===== src/rtl/pwcap_pkg.sv =====
// Shared types for the pulse width capture timer.
package pwcap_pkg;
    // Operating mode encoding as seen on mode_sel.
    typedef enum logic [1:0] {
        MODE_TIMER     = 2'b00,
        MODE_EVENT     = 2'b01,
        MODE_CAPTURE   = 2'b10,
        MODE_TIMER_ALT = 2'b11
    } pwcap_mode_e;
endpackage


===== src/rtl/pwcap_edge_detect.sv =====
// Synchronizes the external pin through STAGES flops and reports leading
// and trailing transitions for the chosen polarity.
// Assumes STAGES >= 2 and that pin_in may be fully asynchronous.
module pwcap_edge_detect #(
    parameter int STAGES = 2
) (
    input  logic clk,
    input  logic rst_n,
    input  logic pin_in,
    input  logic pol,
    output logic lead_edge,
    output logic trail_edge
);
    logic [STAGES-1:0] sync_q;
    logic              prev_q;
    logic              lvl, rise, fall;

    // Shift the pin through the synchronizer and keep the last settled level.
    always_ff @(posedge clk) begin
        if (!rst_n) begin
            sync_q <= '0;
            prev_q <= 1'b0;
        end else begin
            sync_q <= {sync_q[STAGES-2:0], pin_in};
            prev_q <= sync_q[STAGES-1];
        end
    end

    // Classify the transition by the selected polarity.
    always_comb begin
        lvl        = sync_q[STAGES-1];
        rise       = lvl & ~prev_q;
        fall       = ~lvl & prev_q;
        lead_edge  = pol ? rise : fall;
        trail_edge = pol ? fall : rise;
    end

    // Two leading edges of one polarity cannot come back to back.
    p_edge_single_r9: assert property (@(posedge clk) disable iff (!rst_n)
        lead_edge |=> !(lead_edge && $stable(pol)));
endmodule


===== src/rtl/pwcap_prescaler.sv =====
// Free-running prescaler that issues one tick every 2^sel clocks.
// The clr input restarts the phase so that the first tick comes 2^sel clocks later.
module pwcap_prescaler #(
    parameter int SEL_W = 3
) (
    input  logic             clk,
    input  logic             rst_n,
    input  logic             clr,
    input  logic [SEL_W-1:0] sel,
    output logic             tick
);
    localparam int CNT_W = (1 << SEL_W) - 1;

    logic [CNT_W-1:0] cnt_q;
    logic [CNT_W-1:0] mask;

    // Build a mask with sel low bits set; tick when they are all ones.
    always_comb begin
        for (int i = 0; i < CNT_W; i++) begin
            mask[i] = (i < int'(sel));
        end
        tick = ((cnt_q & mask) == mask);
    end

    // Advance the phase counter, restarting it on clear.
    always_ff @(posedge clk) begin
        if (!rst_n)   cnt_q <= '0;
        else if (clr) cnt_q <= '0;
        else          cnt_q <= cnt_q + 1'b1;
    end

    // With a ratio above one, a tick is never followed directly by another.
    p_tick_spacing_r4: assert property (@(posedge clk) disable iff (!rst_n)
        (tick && sel != '0) |=> (!tick || sel == '0));
endmodule


===== src/rtl/pwcap_counter.sv =====
// Up counter with a load port and automatic reload from load_val on overflow.
// Assumes load_val holds the preload value whenever load is low.
module pwcap_counter #(
    parameter int W = 8
) (
    input  logic         clk,
    input  logic         rst_n,
    input  logic         load,
    input  logic [W-1:0] load_val,
    input  logic         inc,
    output logic [W-1:0] count,
    output logic         ovf
);
    localparam logic [W-1:0] FULL = '1;

    // Flag an increment that would pass the full value.
    always_comb ovf = inc && !load && (count == FULL);

    // Load, reload on overflow, or step the count.
    always_ff @(posedge clk) begin
        if (!rst_n)     count <= '0;
        else if (load)  count <= load_val;
        else if (inc)   count <= (count == FULL) ? load_val : count + 1'b1;
    end

    p_reload_r5: assert property (@(posedge clk) disable iff (!rst_n)
        ovf |=> count == $past(load_val));
    p_step_r3: assert property (@(posedge clk) disable iff (!rst_n)
        (inc && !load && count != FULL) |=> count == $past(count) + 1'b1);
endmodule


===== src/rtl/pwcap_timer.sv =====
// Timer/event counter with a single-shot pulse width capture mode.
// Holds the preload register, the enable bit and the capture-in-progress
// flag, and steers the counter from the prescaler or the pin edges.
// Assumes arm and disarm are single-cycle software strobes.
module pwcap_timer #(
    parameter int W           = 8,
    parameter int PSC_W       = 3,
    parameter int SYNC_STAGES = 2
) (
    input  logic             clk,
    input  logic             rst_n,
    input  logic [1:0]       mode_sel,
    input  logic [PSC_W-1:0] psc_sel,
    input  logic             edge_pol,
    input  logic             irq_en,
    input  logic             preload_wr,
    input  logic [W-1:0]     preload_data,
    input  logic             arm,
    input  logic             disarm,
    input  logic             pin_in,
    output logic [W-1:0]     count_out,
    output logic             enabled,
    output logic             irq_out
);
    import pwcap_pkg::*;

    pwcap_mode_e mode;
    logic        is_cap, is_evt;
    logic [W-1:0] preload_q, load_val;
    logic        enable_q, active_q, irq_q;
    logic        lead, trail, tick, ovf;
    logic        start_cap, load, inc, psc_clr;

    // Decode the mode and the counter control terms.
    always_comb begin
        mode      = pwcap_mode_e'(mode_sel);
        is_cap    = (mode == MODE_CAPTURE);
        is_evt    = (mode == MODE_EVENT);
        start_cap = is_cap && enable_q && !active_q && lead;
        load      = preload_wr || arm;
        load_val  = preload_wr ? preload_data : preload_q;
        psc_clr   = arm || start_cap;
        if (is_cap)      inc = active_q && tick;
        else if (is_evt) inc = enable_q && lead;
        else             inc = enable_q && tick;
    end

    // Preload register written by software.
    always_ff @(posedge clk) begin
        if (!rst_n)          preload_q <= '0;
        else if (preload_wr) preload_q <= preload_data;
    end

    // Enable bit and capture flag, with self-clear on the trailing edge.
    always_ff @(posedge clk) begin
        if (!rst_n) begin
            enable_q <= 1'b0;
            active_q <= 1'b0;
        end else if (disarm) begin
            enable_q <= 1'b0;
            active_q <= 1'b0;
        end else if (arm) begin
            enable_q <= 1'b1;
            active_q <= 1'b0;
        end else if (!is_cap) begin
            active_q <= 1'b0;
        end else if (start_cap) begin
            active_q <= 1'b1;
        end else if (active_q && trail) begin
            active_q <= 1'b0;
            enable_q <= 1'b0;
        end
    end

    // Register the gated overflow as the interrupt request.
    always_ff @(posedge clk) begin
        if (!rst_n) irq_q <= 1'b0;
        else        irq_q <= ovf && irq_en;
    end

    pwcap_edge_detect #(.STAGES(SYNC_STAGES)) u_edge (
        .clk(clk), .rst_n(rst_n), .pin_in(pin_in), .pol(edge_pol),
        .lead_edge(lead), .trail_edge(trail)
    );

    pwcap_prescaler #(.SEL_W(PSC_W)) u_psc (
        .clk(clk), .rst_n(rst_n), .clr(psc_clr), .sel(psc_sel), .tick(tick)
    );

    pwcap_counter #(.W(W)) u_cnt (
        .clk(clk), .rst_n(rst_n), .load(load), .load_val(load_val),
        .inc(inc), .count(count_out), .ovf(ovf)
    );

    assign enabled = enable_q;
    assign irq_out = irq_q;

    p_self_clear_r7: assert property (@(posedge clk) disable iff (!rst_n)
        (is_cap && active_q && trail && !arm && !disarm) |=> !enabled);
    p_frozen_r8: assert property (@(posedge clk) disable iff (!rst_n)
        (!enable_q && !preload_wr && !arm) |=> $stable(count_out));
    p_irq_mask_r6: assert property (@(posedge clk) disable iff (!rst_n)
        !irq_en |=> !irq_out);
    p_sw_clear_only_r3: assert property (@(posedge clk) disable iff (!rst_n)
        (!is_cap && enable_q && !disarm) |=> enabled);
    p_active_needs_arm_r10: assert property (@(posedge clk) disable iff (!rst_n)
        active_q |-> enable_q);
    p_disarm_r12: assert property (@(posedge clk) disable iff (!rst_n)
        disarm |=> !enabled);
endmodule


===== config.mk =====
export PLATFORM = sky130hd
export DESIGN_NAME = pwcap_timer
export DESIGN_NICKNAME = d
export VERILOG_FILES = /design/src/rtl/pwcap_pkg.sv /design/src/rtl/pwcap_edge_detect.sv /design/src/rtl/pwcap_prescaler.sv /design/src/rtl/pwcap_counter.sv /design/src/rtl/pwcap_timer.sv
export SDC_FILE = /design/constraint.sdc
export NUM_CORES = 1
export LEC_CHECK = 0
export CORE_UTILIZATION = 30
export DETAILED_ROUTE_END_ITERATION = 12
export DONT_BUFFER_PORTS = 1
export PLACE_DENSITY = 0.52
export SETUP_SLACK_MARGIN = 0.05
export SLEW_MARGIN = 20
export SYNTH_ARGS = -nofsm -noshare
export SYNTH_HDL_FRONTEND = slang
export SYNTH_SLANG_ARGS = --single-unit

===== constraint.sdc =====
create_clock -name clk -period 2.61 [get_ports clk]
set_input_delay 0 -clock clk [delete_from_list [all_inputs] [get_ports clk]]
set_output_delay 0 -clock clk [all_outputs]
set_load 0.1 [all_outputs]

; ---- Yosys cells after proc, flatten, opt, wreduce, memory -nomap -nowiden
; Index checks and enable logic that the tools add are counted.
[word_totals]
ff_bits = 29
out_inout_bits = 10
word_cells = 64
[classes]
addsub = 2
order_cmp = 7
eq_ne = 5
mux = 13
bitwise = 7
n_reduce_logical = 22
[op_table]
columns = op, count
row1 = 8-bit two-way mux, 4
row2 = 1-bit logical AND, 10
row3 = "3-bit < comparator, first input constant", 3
row4 = 1-bit two-way mux, 9
row5 = "8-bit by 1-bit adder with 8-bit output, second input constant", 1
row6 = "8-bit equality test, second input constant", 1
row7 = 2-bit nonzero test, 4
row8 = "7-bit by 1-bit adder with 7-bit output, second input constant", 1
row9 = 7-bit bitwise AND, 1
row10 = 7-bit equality test, 1
row11 = "1-bit by 3-bit < comparator with 1-bit output, first input constant", 2
row12 = "2-bit by 3-bit < comparator with 1-bit output, first input constant", 2
row13 = 1-bit NOT, 4
row14 = 2-bit OR reduction, 2
row15 = 4-bit OR reduction, 1
row16 = 3-bit AND reduction, 1
row17 = 1-bit bitwise AND, 2
row18 = "2-bit by 1-bit equality test with 1-bit output, second input constant", 1
row19 = "2-bit equality test, second input constant", 1
row20 = 1-bit zero test, 2
row21 = 1-bit logical OR, 2
row22 = "2-bit inequality test, second input constant", 1

; ---- Depth between registers and ports, before layout
; Gate-level depths: netlist (run 1).
[logic_depth]
ltp_word = 9
mapped_depth = 8
ltp_nobuf = 7

; ---- Hierarchy
; From an unflattened synthesis (run 1), not the netlist that was laid out.
[hier_totals]
hier_cells = 161
area_unflattened_um2 = 1554.0
[modules_own_cells]
columns = mod, n_inst, cells_per_inst, area_each_um2, seq_area_each_um2
row1 = pwcap_counter, 1, 71, 594.3, 160.2
row2 = pwcap_timer, 1, 44, 516.7, 220.2
row3 = pwcap_prescaler, 1, 36, 312.8, 140.1
row4 = pwcap_edge_detect, 1, 10, 130.1, 60.1

; ---- Worst setup path after synthesis (run 1)
; Ideal clock, no wire load.
[synth_path]
path_kind = reg2reg
start = register u_cnt.count[0]
end = register u_cnt.count[1]
setup_ps = 128
arrival_time_ps = 2496
path_slack_ps = -13
stages_incl_launch_ff = 8
path_buffers = 0
period_less_slack_ps = 2623
cell_sequence = dfxtp_1 -> ha_1 -> and3_1 -> nand3_1 -> o21ai_2 -> mux2_2 -> mux2i_1 -> nor2_1
[synth_via]
elab_chain_cells = 4
word_cells_on_any_way = 5
[synth_lines]
columns = element, line_no
row1 = start: declaration, pwcap_counter.sv:11  ; output logic [W-1:0] count,
row2 = start signal: assignment, pwcap_counter.sv:22  ; else if (load) count <= load_val;
row3 = start signal: assignment, pwcap_counter.sv:23  ; else if (inc) count <= (count == FULL) ? load_val : count + 1'b1;
row4 = 8-bit by 1-bit adder with 8-bit output / 8-bit equality test (equally long branches), pwcap_counter.sv:23
row5 = 8-bit two-way mux * (2 in a row), pwcap_counter.sv:23
row6 = 8-bit two-way mux *, pwcap_counter.sv:22
; Mark *: on every way between the ends. The rest lies on a longest branch, timed or not. The select of a mux whose other input is x is not followed.
; A chain may end at the register's enable or synchronous reset.

; ---- Worst setup path after layout (run 1)
; Ends and elaborated chain as after synthesis.

==> results of run 1 <==
cells by family (layout without fill, tap and decap cells):
logic type | Yosys count | after routing | synth area share, %
xor+xnor | 5 | 5 | 2.93
mux | 10 | 10 | 6.86
flops | 29 | 29 | 38.8
fa+ha+maj | 2 | 2 | 1.67
compound gates | 42 | 42 | 22.5
simple gates | 67 | 67 | 22.2
buf+inv | 15 | 42 | 5.02
stage by stage:
step                      worst slack, ns  util (%)
final                               0.647      39.1
after global routing                0.504      39.1
after CTS                           0.647      39.1
after detailed placement            0.673      33.9
after global placement              0.752      33.9
after floorplan                     0.156         -
critical path: stages, from the launching register on:
cell and delay [ns]:
dfxtp_2 0.33, ha_1 0.20, and3_1 0.19, nand3_1 0.13
o21ai_2 0.42, mux2_2 0.38, mux2i_1 0.12, nor2_1 0.05
final timing paths:
kind | endpoint | depth (start not counted) | slack [ns]
setup reg to reg | u_cnt.count[1] | 7 | 0.65
setup / recovery | u_cnt.count[1] | 7 | 0.65
hold / removal | active_q | 3 | 0.004
hold reg to reg | u_edge.sync_q[1] | 1 | 0.44
cell usage after synthesis (2+ instances only):
cell type and n:
ha_1 2, a41o_1 2, and3_1 4, dfxtp_1 29, nor3_1 3, clkbuf_1 2
mux2_2 2, and2_1 4, nor2_1 27, inv_1 10, nand2b_1 2, nand3_1 9
xnor2_1 4, a21oi_1 8, o21ai_0 6, a21boi_2 2, a31oi_1 2, a211o_2 2
a21boi_0 2, mux2i_1 8, o21bai_1 2, buf_6 2, o21ai_1 2, o21ai_2 4
nand2_1 8
final cells by class:
| cell class | count | area [sq um] | share of cell area [%] |
|---|---|---|---|
| repair buffers | 25 | 228 | 12.2 |
| clock buffers | 7 | 86.3 | 4.64 |
| inverters | 10 | 37.5 | 2.02 |
| flip-flops and latches | 29 | 583 | 31.4 |
| well taps | 67 | 83.8 | 4.51 |
| multi-input cells | 126 | 841 | 45.2 |
layout by cell type, fill, tap and decap left out, types with 3 or more instances in the layout:
master         count
nor2_1            27
dfxtp_1           27
dlygate4sd3_1     16
inv_1             10
nand3_1            9
buf_4              9
mux2i_1            8
nand2_1            8
a21oi_1            8
o21ai_0            6
clkbuf_8           6
and3_1             4
o21ai_2            4
and2_1             4
xnor2_1            4
nor3_1             3
registers in the layout (all words and copies together) (netlist names):
| name | cells |
|---|---|
| u_edge.sync_q | 2 |
| u_psc.cnt_q | 7 |
| irq_out | 1 |
| preload_q | 8 |
| active_q | 1 |
| u_edge.prev_q | 1 |
| u_cnt.count | 8 |
| enabled | 1 |
power by group through the flow:
stage	Combinational [mW]	Clock (mW)	Sequential [mW]
6_report	0.228	0.361	0.484
5_1_grt	0.243	0.400	0.487
4_1_cts	0.230	0.378	0.484
3_5_place_dp	0.206	0	0.493
3_3_place_gp	0.202	0	0.492
2_1_floorplan	0.0934	0	0.575
timing repair:
action	4_1_cts	5_1_grt
setup buffers	0	0
hold buffers	16	0
endpoints found under the setup margin	0	0
resized for setup	0	0
endpoints found under the hold margin	18	0
layer usage:
metal	vias to the layer above	wire (um)	GRT usage, %
met5	-	0	0
met4	0	13	3.27
met3	2	223	5.94
met2	34	1650	25.1
met1	605	1540	17.0
li1	657	-	-
==> metrics.txt, run 1 <==
# TYPE chip_impl_metric gauge
chip_impl_info{name="post_synth_top_area_cell",value="dfxtp_1"} 1
chip_impl_info{name="endpoint_kind",value="flip-flop"} 1
chip_impl_metric{name="via_count",unit=""} 1298
chip_impl_metric{name="synthesis.yosys.warnings",unit=""} 0
chip_impl_metric{name="first_global_vias",unit=""} 1310
chip_impl_metric{name="ctsHtreeMaxLevel",unit=""} 2
chip_impl_metric{name="crit_path_arrival_time",unit="ns"} 2.11
chip_impl_metric{name="net-switching-power",unit="uW"} 323
chip_impl_metric{name="design.die.area",unit="sq mm"} 0.00527
chip_impl_metric{name="slew_headroom",unit="%"} 35.4
chip_impl_metric{name="gr-total-overflow",unit=""} 0
chip_impl_metric{name="clockBufferDepth",unit=""} 2
chip_impl_metric{name="synth_edf_count",unit=""} 0
chip_impl_metric{name="viasPerCell",unit=""} 4.92
chip_impl_metric{name="power",unit="mW"} 1.07
chip_impl_metric{name="syn-cell-area",unit="sq mm"} 0.00150
chip_impl_metric{name="power_frac_comb",unit="%"} 21.2
chip_impl_info{name="grt_setup_unrepaired",value="false"} 1
chip_impl_metric{name="final_area",unit="sq mm"} 0.00186
chip_impl_info{name="synth_top_cells_by_area",value="dfxtp_1 39%, nor2_1 6.8%, mux2i_1 5.4%, nand3_1 3.0%, a21oi_1 2.7%"} 1
chip_impl_metric{name="finalNonFillerCells",unit=""} 264
chip_impl_metric{name="finalSetupTns",unit="ns"} 0
chip_impl_metric{name="ant_nets",unit=""} 0
chip_impl_metric{name="initial_core_util",unit="%"} 31.5
chip_impl_info{name="status",value="completed"} 1
chip_impl_info{name="min_from",value="edge_pol"} 1
chip_impl_metric{name="numCtsBuffers",unit=""} 5
chip_impl_metric{name="internal_power",unit="uW"} 750
chip_impl_metric{name="syn_inst",unit=""} 170
chip_impl_metric{name="core_area",unit="sq mm"} 0.00475
chip_impl_info{name="synth_ff_type",value="dfxtp_1"} 1
chip_impl_metric{name="die_w",unit="um"} 72.6
chip_impl_metric{name="finalHoldViolCount",unit=""} 0
chip_impl_metric{name="first_drt_pass_iteration_count",unit=""} 4
chip_impl_metric{name="drt_iter0_drc",unit=""} 22
chip_impl_info{name="critPathKind",value="reg -> reg"} 1
chip_impl_metric{name="boundaryPins",unit=""} 31
chip_impl_metric{name="drt-wirelength-per-cell",unit="um"} 13.0
chip_impl_metric{name="postSynthRegisterBits",unit=""} 29
chip_impl_metric{name="final_net_count",unit=""} 220
chip_impl_metric{name="worst-path-max-fanout",unit=""} 10
chip_impl_metric{name="setup_viol_count_final",unit=""} 0
chip_impl_metric{name="synthDominantCellAreaShare",unit="%"} 38.8
chip_impl_metric{name="worst_clock_skew",unit="ns"} 0.00325
chip_impl_metric{name="tightest_slew",unit="ns"} 0.967
chip_impl_metric{name="place_congestion",unit=""} 0.803
chip_impl_metric{name="layout_worst_path_cycle_share",unit="%"} 75.2
chip_impl_metric{name="cts.sinks",unit=""} 29
chip_impl_info{name="clock_tree.root_cell",value="clkbuf_8"} 1
chip_impl_metric{name="pin_count_of_the_biggest_net_entering_global_routing",unit=""} 16
chip_impl_metric{name="buffer_ports.inserted",unit=""} 0
chip_impl_metric{name="max_cap_violations",unit=""} 0
chip_impl_metric{name="postSynthAreaPerCell",unit="sq um"} 8.80
chip_impl_metric{name="placed_cell_count",unit=""} 241
chip_impl_metric{name="finalMaxSlewViolations",unit=""} 0
chip_impl_metric{name="grt_pass1_wl",unit="mm"} 5.91
chip_impl_metric{name="fp-row-count",unit=""} 25
chip_impl_metric{name="power_density",unit="mW/mm^2"} 577
chip_impl_info{name="worst_setup_start_kind",value="flip-flop"} 1
chip_impl_metric{name="synth_nets",unit=""} 193
chip_impl_metric{name="post_route_cells_drive_above_1_share",unit="%"} 16.8
chip_impl_metric{name="die_span_y",unit="um"} 72.6
chip_impl_metric{name="count_of_inserted_antenna_diode_cells",unit=""} 0
chip_impl_metric{name="placed_area",unit="sq mm"} 0.00161
chip_impl_info{name="r2r_start",value="u_cnt.count[0]"} 1
chip_impl_metric{name="synth-seq-area-share",unit="%"} 38.8
chip_impl_info{name="holdCritPathClass",value="in -> reg"} 1
chip_impl_info{name="critPathLaunch",value="u_cnt.count[0]"} 1
chip_impl_metric{name="final.fill_count",unit=""} 504
chip_impl_metric{name="whs",unit="ns"} 0.00446
chip_impl_metric{name="track_usage",unit="%"} 14.6
chip_impl_metric{name="yosys.cell_types.count",unit=""} 47
chip_impl_metric{name="layout_min_cycle_time",unit="ns"} 1.96
chip_impl_metric{name="clk_latency",unit="ns"} 0.27
chip_impl_metric{name="p_sw_share",unit="%"} 30.1
chip_impl_metric{name="syn_to_final_growth",unit="%"} 24.2
chip_impl_metric{name="max-vdd-ir-drop",unit="mV"} 0.325
chip_impl_metric{name="seq_power_share",unit="%"} 45.1
chip_impl_metric{name="antenna_found_initial",unit=""} 0
chip_impl_metric{name="dp_hpwl",unit="mm"} 2.53
chip_impl_metric{name="async_reset_ff_share",unit="%"} 0
chip_impl_metric{name="power.static_leakage",unit="nW"} 0.734
chip_impl_info{name="cts_tree",value="yes"} 1
chip_impl_metric{name="worstPathRequired",unit="ns"} 2.76
chip_impl_metric{name="remaining_drcs",unit=""} 0
chip_impl_metric{name="clk_pin_slew_worst_paths",unit="ns"} 0.06
chip_impl_metric{name="clock_power_share",unit="%"} 33.7
chip_impl_metric{name="route.final.wire_length",unit="mm"} 3.43
chip_impl_metric{name="fmaxAchievable",unit="GHz"} 0.509
No activity file was read; power rests on OpenSTA's default activity.
==> inputs of run 2 (changes only) <==
- ABC_AREA: not set -> 1
- PLACE_DENSITY: 0.52 -> 0.53
- clock period: 2.61 -> 1.59 ns (I/O delays scaled with it)
==> metrics.txt, run 2 <==
# TYPE chip_impl_metric gauge
chip_impl_metric{name="antenna_found_initial",unit=""} 0
chip_impl_info{name="crit_path_cell_trace",value="dlygate4sd3_1 -> nand3_1 -> dlygate4sd3_1 -> a21oi_1"} 1
chip_impl_metric{name="postSynthAreaPerCell",unit="sq um"} 7.06
chip_impl_metric{name="final_core_util",unit="%"} 41.4
chip_impl_metric{name="layout_min_cycle_time",unit="ns"} 1.55
chip_impl_metric{name="via_count",unit=""} 1400
chip_impl_metric{name="post_route_cells_drive_above_1_share",unit="%"} 18.1
chip_impl_metric{name="clk_pin_slew_worst_paths",unit="ns"} 0.06
chip_impl_metric{name="finalMaxSlewViolations",unit=""} 0
chip_impl_metric{name="pin_count_of_the_biggest_net_entering_global_routing",unit=""} 18
chip_impl_metric{name="syn_to_final_growth",unit="%"} 30.5
chip_impl_metric{name="slowest_delay",unit="ns"} 0.92
chip_impl_metric{name="ctsHtreeMaxLevel",unit=""} 2
chip_impl_info{name="critPathKind",value="in -> reg"} 1
chip_impl_metric{name="viasPerCell",unit=""} 4.43
chip_impl_metric{name="numCtsBuffers",unit=""} 5
chip_impl_info{name="grt.busiest_layer",value="met2"} 1
chip_impl_metric{name="first_global_vias",unit=""} 1314
chip_impl_metric{name="remaining_drcs",unit=""} 0
chip_impl_metric{name="worst_clock_skew",unit="ns"} 0.00512
chip_impl_metric{name="finalHoldViolCount",unit=""} 0
chip_impl_metric{name="grt_use_met1",unit="%"} 18.9
chip_impl_metric{name="layout_worst_path_cycle_share",unit="%"} 97.3
chip_impl_metric{name="synthDominantCellAreaShare",unit="%"} 38.2
chip_impl_info{name="endpoint_kind",value="flip-flop"} 1
chip_impl_metric{name="clockBufferDepth",unit=""} 2
chip_impl_metric{name="fmaxAchievable",unit="GHz"} 0.646
chip_impl_info{name="cts_tree",value="yes"} 1
chip_impl_info{name="most-common-layout-cells",value="55 x nand2_1, 31 x nor2_1, 26 x inv_1"} 1
chip_impl_info{name="cpMostUsedCell",value="dlygate4sd3_1"} 1
chip_impl_metric{name="power.static_leakage",unit="nW"} 0.893
chip_impl_metric{name="count_of_inserted_antenna_diode_cells",unit=""} 0
chip_impl_info{name="worst_setup_start_kind",value="input port"} 1
chip_impl_info{name="post_synth_top_area_cell",value="dfxtp_1"} 1
chip_impl_info{name="grt_setup_unrepaired",value="true"} 1
chip_impl_metric{name="boundaryPins",unit=""} 31
chip_impl_metric{name="ant_nets",unit=""} 0
chip_impl_metric{name="synth-seq-area-share",unit="%"} 38.2
chip_impl_metric{name="clk_latency",unit="ns"} 0.28
chip_impl_metric{name="setup_viol_count_final",unit=""} 0
chip_impl_info{name="synth_most_common_cell",value="nand2_1"} 1
chip_impl_metric{name="synthAdderAreaFrac",unit="%"} 1.65
chip_impl_metric{name="drt_iter0_drc",unit=""} 64
chip_impl_info{name="synth_top_family_by_area",value="simple AND/OR/NAND/NOR gates"} 1
chip_impl_metric{name="place_congestion",unit=""} 0.763
chip_impl_metric{name="initial_core_util",unit="%"} 31.7
chip_impl_info{name="clock_tree.root_cell",value="clkbuf_8"} 1
chip_impl_metric{name="buffer_ports.inserted",unit=""} 0
chip_impl_metric{name="yosys.cell_types.count",unit=""} 29
chip_impl_metric{name="track_usage",unit="%"} 14.2
chip_impl_metric{name="final_area",unit="sq mm"} 0.00198
chip_impl_info{name="leading_registers_by_flop_count",value="preload_q (8), u_cnt.count (8), u_psc.cnt_q (7)"} 1
chip_impl_metric{name="power_density",unit="mW/mm^2"} 886
chip_impl_info{name="synth_top_cells_by_area",value="dfxtp_1 38%, nand2_1 14%, nor2_1 7.7%, inv_1 6.4%, xor2_1 4.0%"} 1
chip_impl_metric{name="core_area",unit="sq mm"} 0.00479
chip_impl_metric{name="grt.met3_usage",unit="%"} 5.52
chip_impl_info{name="synth_ff_type",value="dfxtp_1"} 1
chip_impl_metric{name="tightest_slew",unit="ns"} 0.600
chip_impl_metric{name="gr-total-overflow",unit=""} 0
chip_impl_metric{name="postSynthRegisterBits",unit=""} 29
chip_impl_info{name="holdCritPathClass",value="in -> reg"} 1
chip_impl_metric{name="synth_edf_count",unit=""} 0
chip_impl_metric{name="worstPathRequired",unit="ns"} 1.80
chip_impl_metric{name="grt_pass1_wl",unit="mm"} 5.77
chip_impl_metric{name="slew_headroom",unit="%"} 59.9
chip_impl_metric{name="syn_inst",unit=""} 215
chip_impl_metric{name="syn-cell-area",unit="sq mm"} 0.00152
chip_impl_metric{name="async_reset_ff_share",unit="%"} 0
chip_impl_metric{name="worst-path-max-fanout",unit=""} 14
chip_impl_metric{name="final_net_count",unit=""} 271
chip_impl_metric{name="drt-wirelength-per-cell",unit="um"} 11.0
chip_impl_metric{name="first_drt_pass_iteration_count",unit=""} 4
chip_impl_info{name="slowest_stage",value="dlygate4sd3_1"} 1
chip_impl_metric{name="muxShareOfSynthArea",unit="%"} 3.29
chip_impl_metric{name="final.fill_count",unit=""} 490
chip_impl_metric{name="crit_buf_inv",unit=""} 2
chip_impl_metric{name="max_cap_violations",unit=""} 0
chip_impl_metric{name="placed_area",unit="sq mm"} 0.00170
chip_impl_metric{name="die_w",unit="um"} 73.2
chip_impl_metric{name="die_span_y",unit="um"} 73.2
chip_impl_info{name="synth_common_cells",value="55 x nand2_1, 31 x nor2_1, 29 x dfxtp_1, 26 x inv_1, 12 x nand3_1"} 1
chip_impl_metric{name="met2_routing_resource_usage_after_global_routing",unit="%"} 21.2
chip_impl_info{name="final_common_cell",value="nand2_1"} 1
chip_impl_metric{name="synth_nets",unit=""} 238
chip_impl_info{name="worst_path_dominant_cell_family",value="buffers and inverters"} 1
chip_impl_metric{name="route.final.wire_length",unit="mm"} 3.48
chip_impl_metric{name="fp-row-count",unit=""} 25
chip_impl_metric{name="design.die.area",unit="sq mm"} 0.00535
chip_impl_metric{name="cts.sinks",unit=""} 29
chip_impl_metric{name="synth-simple-area-share",unit="%"} 33.9
chip_impl_metric{name="synth-compound-area-share",unit="%"} 8.65
chip_impl_metric{name="synthesis.yosys.warnings",unit=""} 0
chip_impl_metric{name="crit_path_arrival_time",unit="ns"} 1.76
chip_impl_metric{name="max-vdd-ir-drop",unit="mV"} 0.460
chip_impl_info{name="status",value="completed"} 1
chip_impl_metric{name="synth_xor_xnor_area_share",unit="%"} 4.61
chip_impl_metric{name="dp_hpwl",unit="mm"} 2.46
run 2: cell types whose count changed in the layout (fill, tap and decap cells not counted), sizes merged, moves of 3 or more:
cell	before	now
buf	9	12
nor2	27	33
and2	5	0
nand3	9	16
xnor2	4	1
xor2	1	7
inv	10	27
a21boi	4	0
mux2i	8	5
and3	4	0
nand2	8	59
a21oi	8	11
run 2: final timing paths:
path                     from               end  slack, ns  cells after the start
min reg2reg  u_edge.sync_q[0]  u_edge.sync_q[1]       0.42                      2
max                     rst_n          active_q       0.04                      4
max reg2reg    u_cnt.count[1]    u_cnt.count[0]       0.15                     11
min                     rst_n    u_psc.cnt_q[2]       0.03                      2
run 2: kinds of logic (layout without fill, tap and decap cells):
group | Yosys count | in the layout
AND/OR/NAND/NOR | 114 | 115
buffers and inverters | 32 | 65
flip-flops | 29 | 29
AO/OA/AOI/OAI | 25 | 25
XOR/XNOR | 8 | 8
multiplexers | 5 | 5
adder cells (fa/ha/maj) | 2 | 2
run 2: stage by stage:
| stage | cells | setup slack [ns] | TNS, ns | hold slack [ns] | total power [mW] |
|---|---|---|---|---|---|
| after global routing | 316 | 0.0218 | 0 | 0.0379 | 1.87 |
| final | 316 | 0.0422 | 0 | 0.0259 | 1.76 |
| after floorplan | 215 | -0.0312 | -0.145 | 0.0710 | 1.09 |
| after CTS | 314 | 0.0897 | 0 | 0.0212 | 1.77 |
| after global placement | 289 | 0.200 | 0 | 0.0740 | 1.14 |
| after detailed placement | 289 | 0.141 | 0 | 0.0733 | 1.15 |
run 2: routing by layer:
metal	up-vias	part of all wire (%)
li1	746	-
met1	626	48
met2	26	47
met3	2	4.6
met4	0	0.49
met5	-	0
run 2: power by group:
| part | switching, mW | leakage, nW | internal, mW |
|---|---|---|---|
| sequential | 0.0305 | 0.244 | 0.766 |
| clock | 0.264 | 0.0395 | 0.310 |
| combinational | 0.265 | 0.610 | 0.121 |
| total | 0.559 | 0.893 | 1.20 |
run 2: what timing repair did:
| item | 4_1_cts | 5_1_grt |
|---|---|---|
| buffers inserted | 0 | 1 |
| hold endpoints to repair | 22 | 1 |
| hold buffers | 17 | 1 |
| gates resized for setup | 0 | 7 |
| setup endpoints to repair | 0 | 8 |
run 2: layout make-up:
type / count / area, sq um / area share (%)
multi-input cells: 155 / 843 / 42.6
well taps: 67 / 83.8 / 4.23
repair buffers: 29 / 260 / 13.1
clock buffers: 8 / 80.1 / 4.04
inverters: 28 / 108 / 5.43
flip-flops and latches: 29 / 607 / 30.6
run 2: worst register-to-register path: cells and delay by family, from the launching register on:
family        cells  cell delay [ns]
flops             1             0.37
simple gates      9             0.78
fa+ha+maj         1             0.15
buf+inv           1             0.07
